`src/rtl/exr_pkg.sv`:
```
package exr_pkg;

  localparam int FRAME_WORDS = 8;
  localparam int STEP_W      = $clog2(FRAME_WORDS);
  localparam int FRAME_BYTES = FRAME_WORDS * 4;
  localparam int PC_WORD     = 6;

  typedef enum logic [1:0] {
    PCW_PLAIN     = 2'd0,
    PCW_POP_MULTI = 2'd1,
    PCW_LOAD_PC   = 2'd2,
    PCW_BX_REG    = 2'd3
  } pcWrKind_t;

  typedef enum logic [2:0] {
    TRC_NONE   = 3'b000,
    TRC_EXIT   = 3'b010,
    TRC_RESUME = 3'b011
  } trcStat_t;

  typedef struct packed {
    logic detect;
    logic readFire;
    logic lastFire;
    logic abort;
  } seqStrobe_t;

  // Read order: return PC, status word, then the general registers ascending.
  function automatic logic [STEP_W-1:0] frameWordOf(input logic [STEP_W-1:0] step);
    if (step < STEP_W'(2)) return step + STEP_W'(PC_WORD);
    else                   return step - STEP_W'(2);
  endfunction

endpackage

```
`src/rtl/exr_nest_stack.sv`:
```
module exr_nest_stack #(
  parameter int NUM_W = 9,
  parameter int PRI_W = 8,
  parameter int DEPTH = 4
) (
  input  logic             clk,
  input  logic             rst_n,
  input  logic             push,
  input  logic [NUM_W-1:0] pushNum,
  input  logic [PRI_W-1:0] pushPri,
  input  logic             pop,
  output logic             topValid,
  output logic [NUM_W-1:0] topNum,
  output logic             belowValid,
  output logic [NUM_W-1:0] belowNum,
  output logic [PRI_W-1:0] belowPri,
  output logic             full
);
  localparam int CNT_W = $clog2(DEPTH + 1);
  localparam int IDX_W = (DEPTH > 1) ? $clog2(DEPTH) : 1;

  logic [CNT_W-1:0] depth;
  logic [NUM_W-1:0] numMem [DEPTH];
  logic [PRI_W-1:0] priMem [DEPTH];
  logic [IDX_W-1:0] topIdx, belowIdx;
  logic             doPush, doPop;

  assign full   = (depth == CNT_W'(DEPTH));
  assign doPush = push && !full;
  assign doPop  = pop && topValid;

  assign topValid   = (depth != '0);
  assign belowValid = (depth > CNT_W'(1));
  assign topIdx     = IDX_W'(depth - CNT_W'(1));
  assign belowIdx   = IDX_W'(depth - CNT_W'(2));
  assign topNum     = topValid   ? numMem[topIdx]   : '0;
  assign belowNum   = belowValid ? numMem[belowIdx] : '0;
  assign belowPri   = belowValid ? priMem[belowIdx] : '1;

  always_ff @(posedge clk or negedge rst_n) begin
    if (!rst_n)      depth <= '0;
    else if (doPush) depth <= depth + CNT_W'(1);
    else if (doPop)  depth <= depth - CNT_W'(1);
  end

  for (genvar i = 0; i < DEPTH; i++) begin : g_slot
    always_ff @(posedge clk or negedge rst_n) begin
      if (!rst_n) begin
        numMem[i] <= '0;
        priMem[i] <= '1;
      end else if (doPush && depth == CNT_W'(i)) begin
        numMem[i] <= pushNum;
        priMem[i] <= pushPri;
      end
    end
  end

  assert_depth_bound_R9: assert property (@(posedge clk) disable iff (!rst_n)
    depth <= CNT_W'(DEPTH));

  assert_no_push_pop_R10: assert property (@(posedge clk) disable iff (!rst_n)
    !(push && pop));

endmodule

```
`src/rtl/exr_seq_ctrl.sv`:
```
module exr_seq_ctrl
  import exr_pkg::*;
#(
  parameter int ADDR_W = 32,
  parameter int PRI_W  = 8
) (
  input  logic              clk,
  input  logic              rst_n,
  input  logic              pcWrValid,
  input  logic [ADDR_W-1:4] pcWrHi,
  input  logic [1:0]        pcWrKind,
  input  logic              haveActive,
  input  logic              pendValid,
  input  logic [PRI_W-1:0]  pendPri,
  input  logic [PRI_W-1:0]  resumePri,
  input  logic              memReady,
  output seqStrobe_t        strobe,
  output logic [STEP_W-1:0] step,
  output logic              memReq,
  output logic              busy
);
  typedef enum logic {ST_IDLE, ST_POP} seqState_t;

  seqState_t state;
  logic      magicHit, kindOk, abortHit;

  assign busy     = (state == ST_POP);
  assign magicHit = &pcWrHi;
  assign kindOk   = (pcWrKind != PCW_PLAIN);
  assign abortHit = busy && pendValid && (pendPri < resumePri);

  assign strobe.detect   = !busy && pcWrValid && kindOk && magicHit && haveActive;
  assign strobe.abort    = abortHit;
  assign memReq          = busy && !abortHit;
  assign strobe.readFire = memReq && memReady;
  assign strobe.lastFire = strobe.readFire && (step == STEP_W'(FRAME_WORDS - 1));

  always_ff @(posedge clk or negedge rst_n) begin
    if (!rst_n) begin
      state <= ST_IDLE;
      step  <= '0;
    end else begin
      case (state)
        ST_IDLE: if (strobe.detect) begin
          state <= ST_POP;
          step  <= '0;
        end
        ST_POP: begin
          if (abortHit || strobe.lastFire) state <= ST_IDLE;
          if (strobe.readFire)             step  <= step + STEP_W'(1);
        end
        default: state <= ST_IDLE;
      endcase
    end
  end

  assert_abort_halts_R8: assert property (@(posedge clk) disable iff (!rst_n)
    abortHit |=> !memReq && !busy);

  assert_stall_holds_R3: assert property (@(posedge clk) disable iff (!rst_n)
    (busy && !memReady && !abortHit) |=> busy && $stable(step));

  assert_start_on_detect_R1: assert property (@(posedge clk) disable iff (!rst_n)
    strobe.detect |=> memReq || abortHit);

endmodule

```
`src/rtl/exr_seq_dpath.sv`:
```
module exr_seq_dpath
  import exr_pkg::*;
#(
  parameter int ADDR_W = 32,
  parameter int DATA_W = 32,
  parameter int NUM_W  = 9,
  parameter int PRI_W  = 8
) (
  input  logic              clk,
  input  logic              rst_n,
  input  seqStrobe_t        strobe,
  input  logic [STEP_W-1:0] step,
  input  logic [ADDR_W-1:0] curSp,
  input  logic [DATA_W-1:0] memData,
  input  logic [NUM_W-1:0]  topNum,
  input  logic              belowValid,
  input  logic [NUM_W-1:0]  belowNum,
  input  logic [PRI_W-1:0]  belowPri,
  input  logic              entryAccept,
  input  logic [PRI_W-1:0]  entryPri,
  output logic [ADDR_W-1:0] memAddr,
  output logic [STEP_W-1:0] regWrSel,
  output logic [DATA_W-1:0] regWrData,
  output logic              spWrEn,
  output logic [ADDR_W-1:0] spWrData,
  output logic              retDone,
  output logic              tailChain,
  output logic [PRI_W-1:0]  curPri,
  output logic [2:0]        trcStat,
  output logic [NUM_W-1:0]  trcNum
);
  logic [ADDR_W-1:0] spBase;
  logic [STEP_W-1:0] wordIdx;
  logic              resumePend;
  logic [NUM_W-1:0]  resumeNum;
  trcStat_t          trcReg;

  assign wordIdx   = frameWordOf(step);
  assign memAddr   = spBase + ADDR_W'({wordIdx, 2'b00});
  assign regWrSel  = wordIdx;
  assign regWrData = memData;
  assign trcStat   = trcReg;

  always_ff @(posedge clk or negedge rst_n) begin
    if (!rst_n) begin
      spBase    <= '0;
      spWrEn    <= 1'b0;
      spWrData  <= '0;
      retDone   <= 1'b0;
      tailChain <= 1'b0;
    end else begin
      if (strobe.detect) spBase <= curSp;
      spWrEn    <= strobe.lastFire || strobe.abort;
      retDone   <= strobe.lastFire;
      tailChain <= strobe.abort;
      if (strobe.abort)         spWrData <= spBase;
      else if (strobe.lastFire) spWrData <= spBase + ADDR_W'(FRAME_BYTES);
    end
  end

  always_ff @(posedge clk or negedge rst_n) begin
    if (!rst_n) begin
      trcReg     <= TRC_NONE;
      trcNum     <= '0;
      resumePend <= 1'b0;
      resumeNum  <= '0;
    end else if (strobe.detect) begin
      trcReg     <= TRC_EXIT;
      trcNum     <= topNum;
      resumePend <= belowValid;
      resumeNum  <= belowNum;
    end else if (trcReg == TRC_EXIT && resumePend) begin
      trcReg <= TRC_RESUME;
      trcNum <= resumeNum;
    end else begin
      trcReg <= TRC_NONE;
      trcNum <= '0;
    end
  end

  always_ff @(posedge clk or negedge rst_n) begin
    if (!rst_n)              curPri <= '1;
    else if (strobe.detect)  curPri <= belowValid ? belowPri : '1;
    else if (entryAccept)    curPri <= entryPri;
  end

  assert_resume_follows_exit_R6: assert property (@(posedge clk) disable iff (!rst_n)
    trcReg == TRC_RESUME |-> $past(trcReg) == TRC_EXIT);

  assert_exit_single_R5: assert property (@(posedge clk) disable iff (!rst_n)
    trcReg == TRC_EXIT |=> trcReg != TRC_EXIT);

  assert_done_xor_chain_R8: assert property (@(posedge clk) disable iff (!rst_n)
    !(retDone && tailChain));

  assert_sp_advance_R4: assert property (@(posedge clk) disable iff (!rst_n)
    retDone |-> spWrEn && spWrData == spBase + ADDR_W'(FRAME_BYTES));

  assert_sp_rewind_R8: assert property (@(posedge clk) disable iff (!rst_n)
    tailChain |-> spWrEn && spWrData == spBase);

endmodule

```
`src/rtl/exc_return_unstacker.sv`:
```
module exc_return_unstacker
  import exr_pkg::*;
#(
  parameter int ADDR_W     = 32,
  parameter int DATA_W     = 32,
  parameter int NUM_W      = 9,
  parameter int PRI_W      = 8,
  parameter int NEST_DEPTH = 4
) (
  input  logic              clk,
  input  logic              rst_n,
  input  logic              pcWrValid,
  input  logic [ADDR_W-1:0] pcWrData,
  input  logic [1:0]        pcWrKind,
  input  logic [ADDR_W-1:0] curSp,
  input  logic              entryValid,
  input  logic [NUM_W-1:0]  entryNum,
  input  logic [PRI_W-1:0]  entryPri,
  input  logic              pendValid,
  input  logic [PRI_W-1:0]  pendPri,
  output logic              memReq,
  output logic [ADDR_W-1:0] memAddr,
  input  logic              memReady,
  input  logic [DATA_W-1:0] memData,
  output logic              regWrEn,
  output logic [2:0]        regWrSel,
  output logic [DATA_W-1:0] regWrData,
  output logic              spWrEn,
  output logic [ADDR_W-1:0] spWrData,
  output logic              retDone,
  output logic              tailChain,
  output logic              busy,
  output logic [PRI_W-1:0]  curPri,
  output logic [2:0]        trcStat,
  output logic [NUM_W-1:0]  trcNum
);
  seqStrobe_t        strobe;
  logic [STEP_W-1:0] step;
  logic              topValid, belowValid, stackFull, entryAccept;
  logic [NUM_W-1:0]  topNum, belowNum;
  logic [PRI_W-1:0]  belowPri;
  logic              unusedPcLow;

  assign unusedPcLow = ^pcWrData[3:0];
  assign entryAccept = entryValid && !busy && !strobe.detect && !stackFull;
  assign regWrEn     = strobe.readFire;

  exr_seq_ctrl #(.ADDR_W(ADDR_W), .PRI_W(PRI_W)) u_ctrl (
    .clk, .rst_n, .pcWrValid,
    .pcWrHi     (pcWrData[ADDR_W-1:4]),
    .pcWrKind,
    .haveActive (topValid),
    .pendValid, .pendPri,
    .resumePri  (curPri),
    .memReady,
    .strobe, .step, .memReq, .busy
  );

  exr_nest_stack #(.NUM_W(NUM_W), .PRI_W(PRI_W), .DEPTH(NEST_DEPTH)) u_nest (
    .clk, .rst_n,
    .push    (entryAccept),
    .pushNum (entryNum),
    .pushPri (entryPri),
    .pop     (strobe.detect),
    .topValid, .topNum, .belowValid, .belowNum, .belowPri,
    .full    (stackFull)
  );

  exr_seq_dpath #(.ADDR_W(ADDR_W), .DATA_W(DATA_W), .NUM_W(NUM_W), .PRI_W(PRI_W)) u_dpath (
    .clk, .rst_n, .strobe, .step, .curSp, .memData,
    .topNum, .belowValid, .belowNum, .belowPri,
    .entryAccept, .entryPri,
    .memAddr, .regWrSel, .regWrData, .spWrEn, .spWrData,
    .retDone, .tailChain, .curPri, .trcStat, .trcNum
  );

  assert_busy_ignores_entry_R10: assert property (@(posedge clk) disable iff (!rst_n)
    (busy && !strobe.detect) |=> curPri == $past(curPri));

endmodule

```
`config.mk`:
```
export PLATFORM = sky130hd
export DESIGN_NAME = exc_return_unstacker
export DESIGN_NICKNAME = d
export VERILOG_FILES = /design/src/rtl/exr_pkg.sv /design/src/rtl/exr_nest_stack.sv /design/src/rtl/exr_seq_ctrl.sv /design/src/rtl/exr_seq_dpath.sv /design/src/rtl/exc_return_unstacker.sv
export SDC_FILE = /design/constraint.sdc
export NUM_CORES = 1
export LEC_CHECK = 0
export ABC_CLOCK_PERIOD_IN_PS = 4410
export BUFFER_PORTS_ARGS = -buffer_cell sky130_fd_sc_hd__buf_4
export CAP_MARGIN = 30
export CORE_ASPECT_RATIO = 0.5
export CORE_MARGIN = 2
export CORE_UTILIZATION = 53
export CTS_CLUSTER_SIZE = 10
export DETAILED_ROUTE_END_ITERATION = 16
export PLACE_DENSITY = 0.77
export SYNTH_ARGS = -nofsm -noshare
export SYNTH_HDL_FRONTEND = slang
export SYNTH_SLANG_ARGS = --single-unit
```
`constraint.sdc`:
```
create_clock -name clk -period 4.41 [get_ports clk]
set_clock_uncertainty 0.1 [all_clocks]
set_input_delay 0 -clock clk [delete_from_list [all_inputs] [get_ports clk]]
set_output_delay 0 -clock clk [all_outputs]
set_load 0.03 [all_outputs]
```
==> results by stage, run 1 <==
Yosys:
- The unique cell type count in the Yosys netlist is 56.
- The total of warnings raised by yosys is 0.
- After synthesis, the share of flip-flops with an asynchronous set or reset is 1.000.
- Yosys mapped a number of flops with a built-in enable equal to 0.
- After technology mapping, the gate count stands at 863.
- Summing every instance area after synthesis gives 9025 um2.
- Yosys instantiated no cell more often than sky130_fd_sc_hd__nand2_1.
- The synthesis-stage register bit count is 171.
- A synthesized cell averages 10.46 um2.
- By area the synthesized netlist is led by sky130_fd_sc_hd__dfrtp_1, sky130_fd_sc_hd__dfstp_2, sky130_fd_sc_hd__mux2_2, sky130_fd_sc_hd__nand2_1, sky130_fd_sc_hd__mux4_2.
- The post-synthesis net count is 1,014.
- The leading register cell type out of synthesis is sky130_fd_sc_hd__dfrtp_1.
- The biggest area contributor in the post-synthesis netlist is sky130_fd_sc_hd__dfrtp_1.
- Of the synthesized area, sequential elements account for 0.4797.
- The fraction of post-synthesis cell area in the top cell type by area is 0.3632.
- Ranked by instance count, the synthesized netlist is headed by sky130_fd_sc_hd__nand2_1, sky130_fd_sc_hd__dfrtp_1, sky130_fd_sc_hd__mux2_2.

STA:
- The upper clock frequency limit is 299.0 MHz.
- The max-slew violation total from the final report came to 0.
- The actual slew at the worst max-slew pin is 1010 ps.
- Adding up every negative setup slack in the final design gives 0 ps.
- The worst path in the final design needs a cycle of 3345 ps, including I/O delays and setup.
- In the finished design, the share of the clock period the worst path needs comes to 0.7585.
- The number of hold-slack violations in the final timing report came to 0.
- Setup repair after global routing left no endpoint under its margin.
- The relative slew slack is 0.3266.
- Setup violations remaining at the end of the flow were counted as 0.

Setup path:
- Data arrives at the worst endpoint at 3250 ps.
- The cell at the slowest stage of the critical path is sky130_fd_sc_hd__a21oi_1.
- STA puts the critical path data required time at 4310 ps.
- The sort of element at the start of the critical path is a flop.
- The signal on the critical path passes through inv_1 -> ha_1 -> inv_1 -> ha_1 -> a21oi_1 -> or3_1 -> nor2_1 -> xor2_1 -> buf_4.
- The kind of cell with the highest combined delay along the critical path is compound AO/OA/AOI/OAI gates.
- The delay of the slowest cell on the worst path is 770 ps.
- The worst setup path is captured at a primary output.
- Together, buffers and inverters on the worst path number 3.
- The startpoint-to-endpoint class of the critical path is flop to primary output.
- The biggest fanout along the worst timing path is 8.

Floorplanning:
- The area enclosed by the die boundary is 18,150 um2.
- The floorplan has 33 rows.
- The width of the die is 188.5 um.
- The total core area is 16,520 um2.
- The die is 96.27 um tall.
- The number of primary I/O pins is 254.
- The initial utilization of the core area, before any placement, comes to 0.5464.

Detailed routing:
- The wire length after detailed routing is 24.05 mm.
- The average detailed-routed wire length per instance is 18.35 um.
- The detailed router finished its first iteration with 480 violations.
- In the routed design, unresolved DRC markers number 0.
- The total via count after detailed routing is 7,423.
- The number of detailed-route iterations in the first pass is 5.
- The detail route stage leaves a number of antenna-violating nets equal to 0.
- Using the TritonRoute via totals, the vias-per-cell ratio works out to 5.662.

GRT:
- The initial antenna violation count is 0.
- Summed over all layers, the global routing overflow is 0.
- Across every metal layer, demand over resource in global routing totals 0.2676.
- The via count of the first global-routing pass is 7,408.
- For this run, global-route usage on met2 was measured as 0.4779.
- The layer flagged by global routing as most heavily used is met2.
- The met1 usage in global routing is 0.3344.
- The maximum number of pins on one net before global-route repair is 96.
- The first global-routing pass estimated 37.89 mm of wire.
- For met3 alone, demand over resource in global routing was 0.04812.

Placement:
- The global placer's final weighted congestion is 0.8435.
- The post-DP HPWL is 15.87 mm.
- The count of buffers added on input and output ports is 184.
- In this run the cell area measured after placement is 10,290 um2.

Power:
- The power density relative to cell area is 548.1 nW/um2.
- VDD sags by at most 0.0003468 V.
- The leakage component of the power is 5.588 nW.

Clocking:
- Counting the buffers created by CTS gives 17.
- The clock tree synthesis step divided the H-tree into 4 levels.
- The master cell of the clock root buffer is sky130_fd_sc_hd__clkbuf_16.
- The number of buffers on the longest clock path is 2.
- The count of cells resized by post-cts repair is 0.
- The later pin in the worst-skew pair is clocked with a latency of 440 ps.
- The CTS tree is built.
- Clock tree synthesis found a total of 171 sinks.
- The clock-pin transition on the worst setup and hold timing paths is 70 ps.

Layout:
- The final layout contains 1,222 nets.
- The multi-input combinational cell area is 4129 um2.
- The finished cells cover 11,740 um2.
- Compared with the post-synthesis result, the final layout area differs by 30.07%.
- The sequential cell area is 4329 um2.
- In the final layout, the share of cells above drive strength 1 is 0.3312.
- The total of fill cells in the finished design is 1,206.
- The repair_antennas step left the layout with diodes totalling 0.

Job:
- The tool flagged a number of max-cap violations equal to 0.

Min path:
- The class of the worst hold path is input pin to flop.

Status:
- The flow ran to the end, and the final reports show no timing, DRC or antenna violations.
==> flip-flops by register name, indices dropped and copies added (netlist names) <==
name and flops:
u_dpath.resumePend 1, u_dpath.spWrEn 1, u_dpath.trcStat 2, u_ctrl.step 3
u_ctrl.busy 1, u_dpath.trcNum 9, u_nest.priMem 32, u_nest.depth 3
u_dpath.retDone 1, u_dpath.curPri 8, u_dpath.spWrData 32, u_dpath.spBase 32
u_dpath.resumeNum 9, u_nest.numMem 36, u_dpath.tailChain 1
==> worst min-delay path, cell delays in order <==
cell and delay (ps):
sky130_fd_sc_hd__buf_4 110, sky130_fd_sc_hd__nand4_1 70, sky130_fd_sc_hd__nor4_2 70, sky130_fd_sc_hd__nand3_2 120, sky130_fd_sc_hd__and3_1 160, sky130_fd_sc_hd__a211oi_1 40
==> metal layers <==
layer / wire length, um / up-vias / share of wire
met4: 369 / 0 / 0.015
met2: 12270 / 269 / 0.51
li1: - / 3425 / -
met5: 0 / - / 0
met3: 1390 / 31 / 0.058
met1: 10020 / 3698 / 0.42
==> cells by family after synthesis <==
| kind of cell | after synthesis | share of synthesized area |
|---|---|---|
| AOI/OAI and AO/OA | 94 | 0.06447 |
| buffers and inverters | 111 | 0.06350 |
| DFF | 171 | 0.4797 |
| muxes | 103 | 0.1605 |
| and+or+nand+nor | 332 | 0.1719 |
| other | 1 | 0.0004155 |
| xor gates and xnor gates | 29 | 0.02814 |
| adders and majority gates | 22 | 0.03133 |
==> area by class of cell <==
class | count | share of cell area
flip-flops and latches | 171 | 0.3688
well taps | 227 | 0.02420
inverters | 21 | 0.006715
multi-input cells | 581 | 0.3517
clock buffers | 18 | 0.03656
clock inverters | 14 | 0.01450
repair buffers | 279 | 0.1975
==> report_power, final <==
part	total, mW	internal (mW)	switching [mW]
logic	2.45	1.19	1.26
registers	2.47	2.15	0.321
clock network	1.51	0.772	0.738
total	6.43	4.11	2.32
==> path summary, 6_finish.rpt <==
kind | from | endpoint | slack (ps) | cells past startpoint
max | u_ctrl.step[1] | memAddr[27] | 1060 | 9
min | pcWrData[4] | u_nest.depth[2] | 80 | 6
max reg2reg | u_nest.depth[1] | u_nest.numMem[0] | 1220 | 7
min reg2reg | u_dpath.resumeNum[8] | u_dpath.resumeNum[8] | 370 | 2
max in group asynchronous | rst_n | u_dpath.spBase[24] | 3010 | 3
min in group asynchronous | rst_n | u_nest.numMem[29] | 100 | 2
==> per-stage QoR <==
stage / setup WS (ps) / hold slack [ps] / power [mW] / cells / utilization
final: 1065 / 82.69 / 6.434 / 1311 / 0.7108
after global placement: 1325 / -99.80 / 4.734 / 1194 / 0.6225
after global routing: 972.4 / 117.0 / 6.763 / 1311 / 0.7108
after floorplan: 1201 / -395.6 / 4.121 / 863 / -
after CTS: 1100 / 61.47 / 6.454 / 1310 / 0.7095
after detailed placement: 1254 / -99.80 / 4.837 / 1195 / 0.6230
==> layout by cell type (no fill, tap or decap), types with 19 or more instances in the layout <==
| master | count |
|---|---|
| sky130_fd_sc_hd__nand3_1 | 27 |
| sky130_fd_sc_hd__nor2_1 | 36 |
| sky130_fd_sc_hd__o21ai_0 | 25 |
| sky130_fd_sc_hd__dfstp_2 | 40 |
| sky130_fd_sc_hd__dfrtp_1 | 131 |
| sky130_fd_sc_hd__nand2_1 | 167 |
| sky130_fd_sc_hd__mux2_2 | 57 |
| sky130_fd_sc_hd__nor3_1 | 26 |
| sky130_fd_sc_hd__ha_1 | 21 |
| sky130_fd_sc_hd__mux4_2 | 26 |
| sky130_fd_sc_hd__nand4_1 | 19 |
| sky130_fd_sc_hd__dlygate4sd3_1 | 83 |
| sky130_fd_sc_hd__a31oi_1 | 19 |
| sky130_fd_sc_hd__buf_4 | 194 |
==> timing repair <==
| action | CTS | global route |
|---|---|---|
| hold buffers | 83 | 0 |
| hold endpoints to repair | 236 | 0 |
| buffers inserted | 0 | 0 |
(Power assumes the default switching activity.)
==> run 2, diff against run 1 <==
- ABC_CLOCK_PERIOD_IN_PS: 4410 -> 2800
- CORE_UTILIZATION: 53 -> 48
- PLACE_DENSITY: 0.77 -> 0.73
- clock period: 4.41 -> 2.8 ns (I/O delays scaled with it)
==> results by stage, run 2 (synthesis gave the netlist of run 1 again) <==
GRT:
- The global-route wire length before repair is 39.03 mm (was 37.89 mm).
- The initial antenna violation count is 0 (unchanged).
- The via count of the first global-routing pass is 7,529 (was 7,408).
- The remaining global-route overflow is 0 (unchanged).
- The overall fraction of global-route tracks in use was 0.2518 (was 0.2676).
- The maximum number of pins on one net before global-route repair came to 78 (was 96).

Detailed routing:
- The detailed router's first-iteration violation count is 443 (was 480).
- The number of nets with antenna violations after routing is 0 (unchanged).
- The number of design rule violations left after detail routing is 0 (unchanged).
- The total via count after detailed routing is 7,554 (was 7,423).
- The via-per-instance ratio was 5.567 (was 5.662).
- The wire length after detailed routing is 24.92 mm (was 24.05 mm).
- The average detailed-routed wire length per instance is 18.36 um (was 18.35 um).
- The number of detailed-route iterations in the first pass was 5 (unchanged).

STA:
- The max-slew violation total from the final report came to 0 (unchanged).
- RSZ-0062 raised after global routing: yes (was no).
- The period utilization is 0.9755.
- Static timing analysis puts the maximum clock frequency at 366.1 MHz.
- The actual slew at the worst max-slew pin is 1028 ps (was 1010 ps).
- The count of endpoints failing setup in the final report is 0 (unchanged).
- The relative slew slack is 0.3146 (was 0.3266).
- The number of hold-slack violations in the final timing report was 0 (unchanged).
- For the finished layout, the period the worst path requires is 2731 ps.

Layout:
- The flip-flop count of the largest register, all copies and words added came to 36 (unchanged).
- The multi-input combinational cell area is 4247 um2 (was 4129 um2).
- Top library cells by usage in the layout, fill and taps aside: sky130_fd_sc_hd__buf_4, sky130_fd_sc_hd__nand2_1, sky130_fd_sc_hd__dfrtp_1 (unchanged).
- The area overhead of the layout relative to synthesis is 35.05% (was 30.07%).
- The number of antenna repair diodes is 0 (unchanged).
- The layout cell share with drive strength beyond 1 is 0.3697 (was 0.3312).
- The most common cell after layout, fill and taps aside is sky130_fd_sc_hd__buf_4 (unchanged).
- The post-layout instance count excluding filler cells is 1,357 (was 1,311).
- The post-layout net count is 1,255 (was 1,222).
- The fraction of the core area covered by cells at the end of the flow was 0.6627 (was 0.7108).
- The register with the highest flop count is u_nest.numMem (unchanged).
- The total of fill cells in the finished design is 1,366 (was 1,206).
- The sequential cell area came to 4330 um2 (was 4329 um2).

Clocking:
- The master cell of the clock root buffer is sky130_fd_sc_hd__clkbuf_16 (unchanged).
- The count of clock tree sinks is 171 (unchanged).
- The CTS tree is built (unchanged).
- The number of H-tree levels is 4 (unchanged).
- The clock-pin transition on the worst setup and hold timing paths came to 70 ps (about the same).
- The clock buffer count from CTS came to 17 (unchanged).
- The clock latency reported for the late side of the worst-skew pair is 440 ps (about the same).
- The number of buffers on the longest clock path is 2 (unchanged).

Placement:
- The post-DP HPWL is 16.80 mm (was 15.87 mm).
- The count of buffers inserted at the top-level ports is 184 (unchanged).
- The global placer's final weighted congestion came to 0.8110 (was 0.8435).
- The number of placed instances, taps included is 1,231 (was 1,195).

Min path:
- The class of the worst hold path is input pin to asynchronous set/reset pin (was input pin to flop).

Setup path:
- The cell at the slowest stage of the critical path is sky130_fd_sc_hd__or3_4 (was sky130_fd_sc_hd__a21oi_1).
- The critical path endpoint category is a primary output (unchanged).
- The data arrival time of the worst path came to 2630 ps (was 3250 ps).
- The worst flop-to-flop path endpoint is u_dpath.spWrData[31] (was u_nest.numMem[0]).
- The setup slack of the most critical reg-to-reg path is 90 ps (was 1220 ps).
- The startpoint-to-endpoint class of the critical path is flop to primary output (unchanged).
- Cells along the critical path: inv_2 -> ha_4 -> inv_2 -> ha_4 -> a21oi_2 -> buf_4 -> or3_4 -> nor2_4 -> xor2_1 -> buf_4 (was inv_1 -> ha_1 -> inv_1 -> ha_1 -> a21oi_1 -> or3_1 -> nor2_1 -> xor2_1 -> buf_4).
- The sort of element at the start of the critical path is a flop (unchanged).
- The worst reg2reg path startpoint was u_dpath.curPri[5] (was u_nest.depth[1]).
- The number of cell instances on the worst register-to-register path is 9 (was 7).
- The required time at the worst-slack endpoint is 2700 ps (was 4310 ps).
- The delay of the slowest cell on the worst path is 470 ps (was 770 ps).
- The biggest fanout along the worst timing path is 5 (was 8).

Power:
- The power density relative to cell area is 856.5 nW/um2 (was 548.1 nW/um2).
- The maximum ir drop on the vdd rail is 0.0005398 V (was 0.0003468 V).
- The leakage component of the power is 5.789 nW (was 5.588 nW).

Floorplanning:
- The initial core utilization is 0.4907 (was 0.5464).
- The number of primary I/O pins is 254 (unchanged).
- The total core area is 18,390 um2 (was 16,520 um2).
- The height of the die was 101.0 um (was 96.27 um).
- The width of the die is 197.9 um (was 188.5 um).
- The area enclosed by the die boundary is 19,980 um2 (was 18,150 um2).
- The row count is 35 (was 33).

Job:
- The count of maximum capacitance violations came to 0 (unchanged).

Status:
- Result of the run: finished clean (unchanged).
[run 2: critical path: cells and delay by family (launching register included)]
kind | cells | cell delay (ps)
simple gates | 2 | 580
fa+ha+maj | 2 | 540
buf+inv | 4 | 450
flops | 1 | 400
xor+xnor | 1 | 180
compound gates | 1 | 60
[run 2: area by class of cell]
cell class / count / area share
multi-input cells: 581 / 0.3484
well taps: 240 / 0.02464
clock buffers: 17 / 0.03490
repair buffers: 312 / 0.2150
clock inverters: 15 / 0.01499
inverters: 21 / 0.006776
flip-flops and latches: 171 / 0.3553
[run 2: worst max path at each step]
stage	endpoint	startpoint
2_1_floorplan	u_nest.numMem[16]	u_nest.depth[0]
3_3_place_gp	u_ctrl.busy	u_dpath.curPri[1]
3_5_place_dp	u_dpath.spWrData[31]	u_dpath.curPri[7]
4_1_cts	memAddr[23]	u_ctrl.step[2]
5_1_grt	u_dpath.spWrData[31]	u_dpath.curPri[7]
6_report	memAddr[31]	u_ctrl.step[2]
[run 2: report_power, final]
| group | switching (mW) | internal [mW] | total [mW] |
|---|---|---|---|
| logic | 2.07 | 2.02 | 4.08 |
| registers | 0.510 | 3.39 | 3.90 |
| clock network | 1.10 | 1.36 | 2.46 |
| total | 3.68 | 6.76 | 10.4 |
[run 2: per-layer routing]
layer	global-route usage	vias to the layer above	part of all wire	wire length, um
li1	-	3476	-	-
met1	0.3140	3746	0.41	10290
met2	0.4391	281	0.51	12640
met3	0.05018	51	0.054	1343
met4	0.09543	0	0.026	644
met5	0	-	0	0
[run 2: repair_timing]
action                                 4_1_cts  5_1_grt
endpoints found under the hold margin      218        0
setup buffers                                2        8
cloned                                       0        1
setup endpoints to repair                    9       28
pin swaps                                    3       11
gates resized for setup                      8       22
hold buffers                                83        0
[run 2: stage by stage]
step           hold WS [ps]  setup TNS [ps]  cell area [um2]  setup WS, ps  power (mW)
3_5_place_dp         -99.65               0            10520         101.9       7.692
3_3_place_gp         -99.65               0            10520         192.8       7.547
2_1_floorplan        -395.6               0             9032         77.12       6.501
5_1_grt               109.9          -79.26            12190        -47.51       10.99
6_report              64.30               0            12190         68.62       10.44
4_1_cts               65.15               0            12000         1.543       10.35
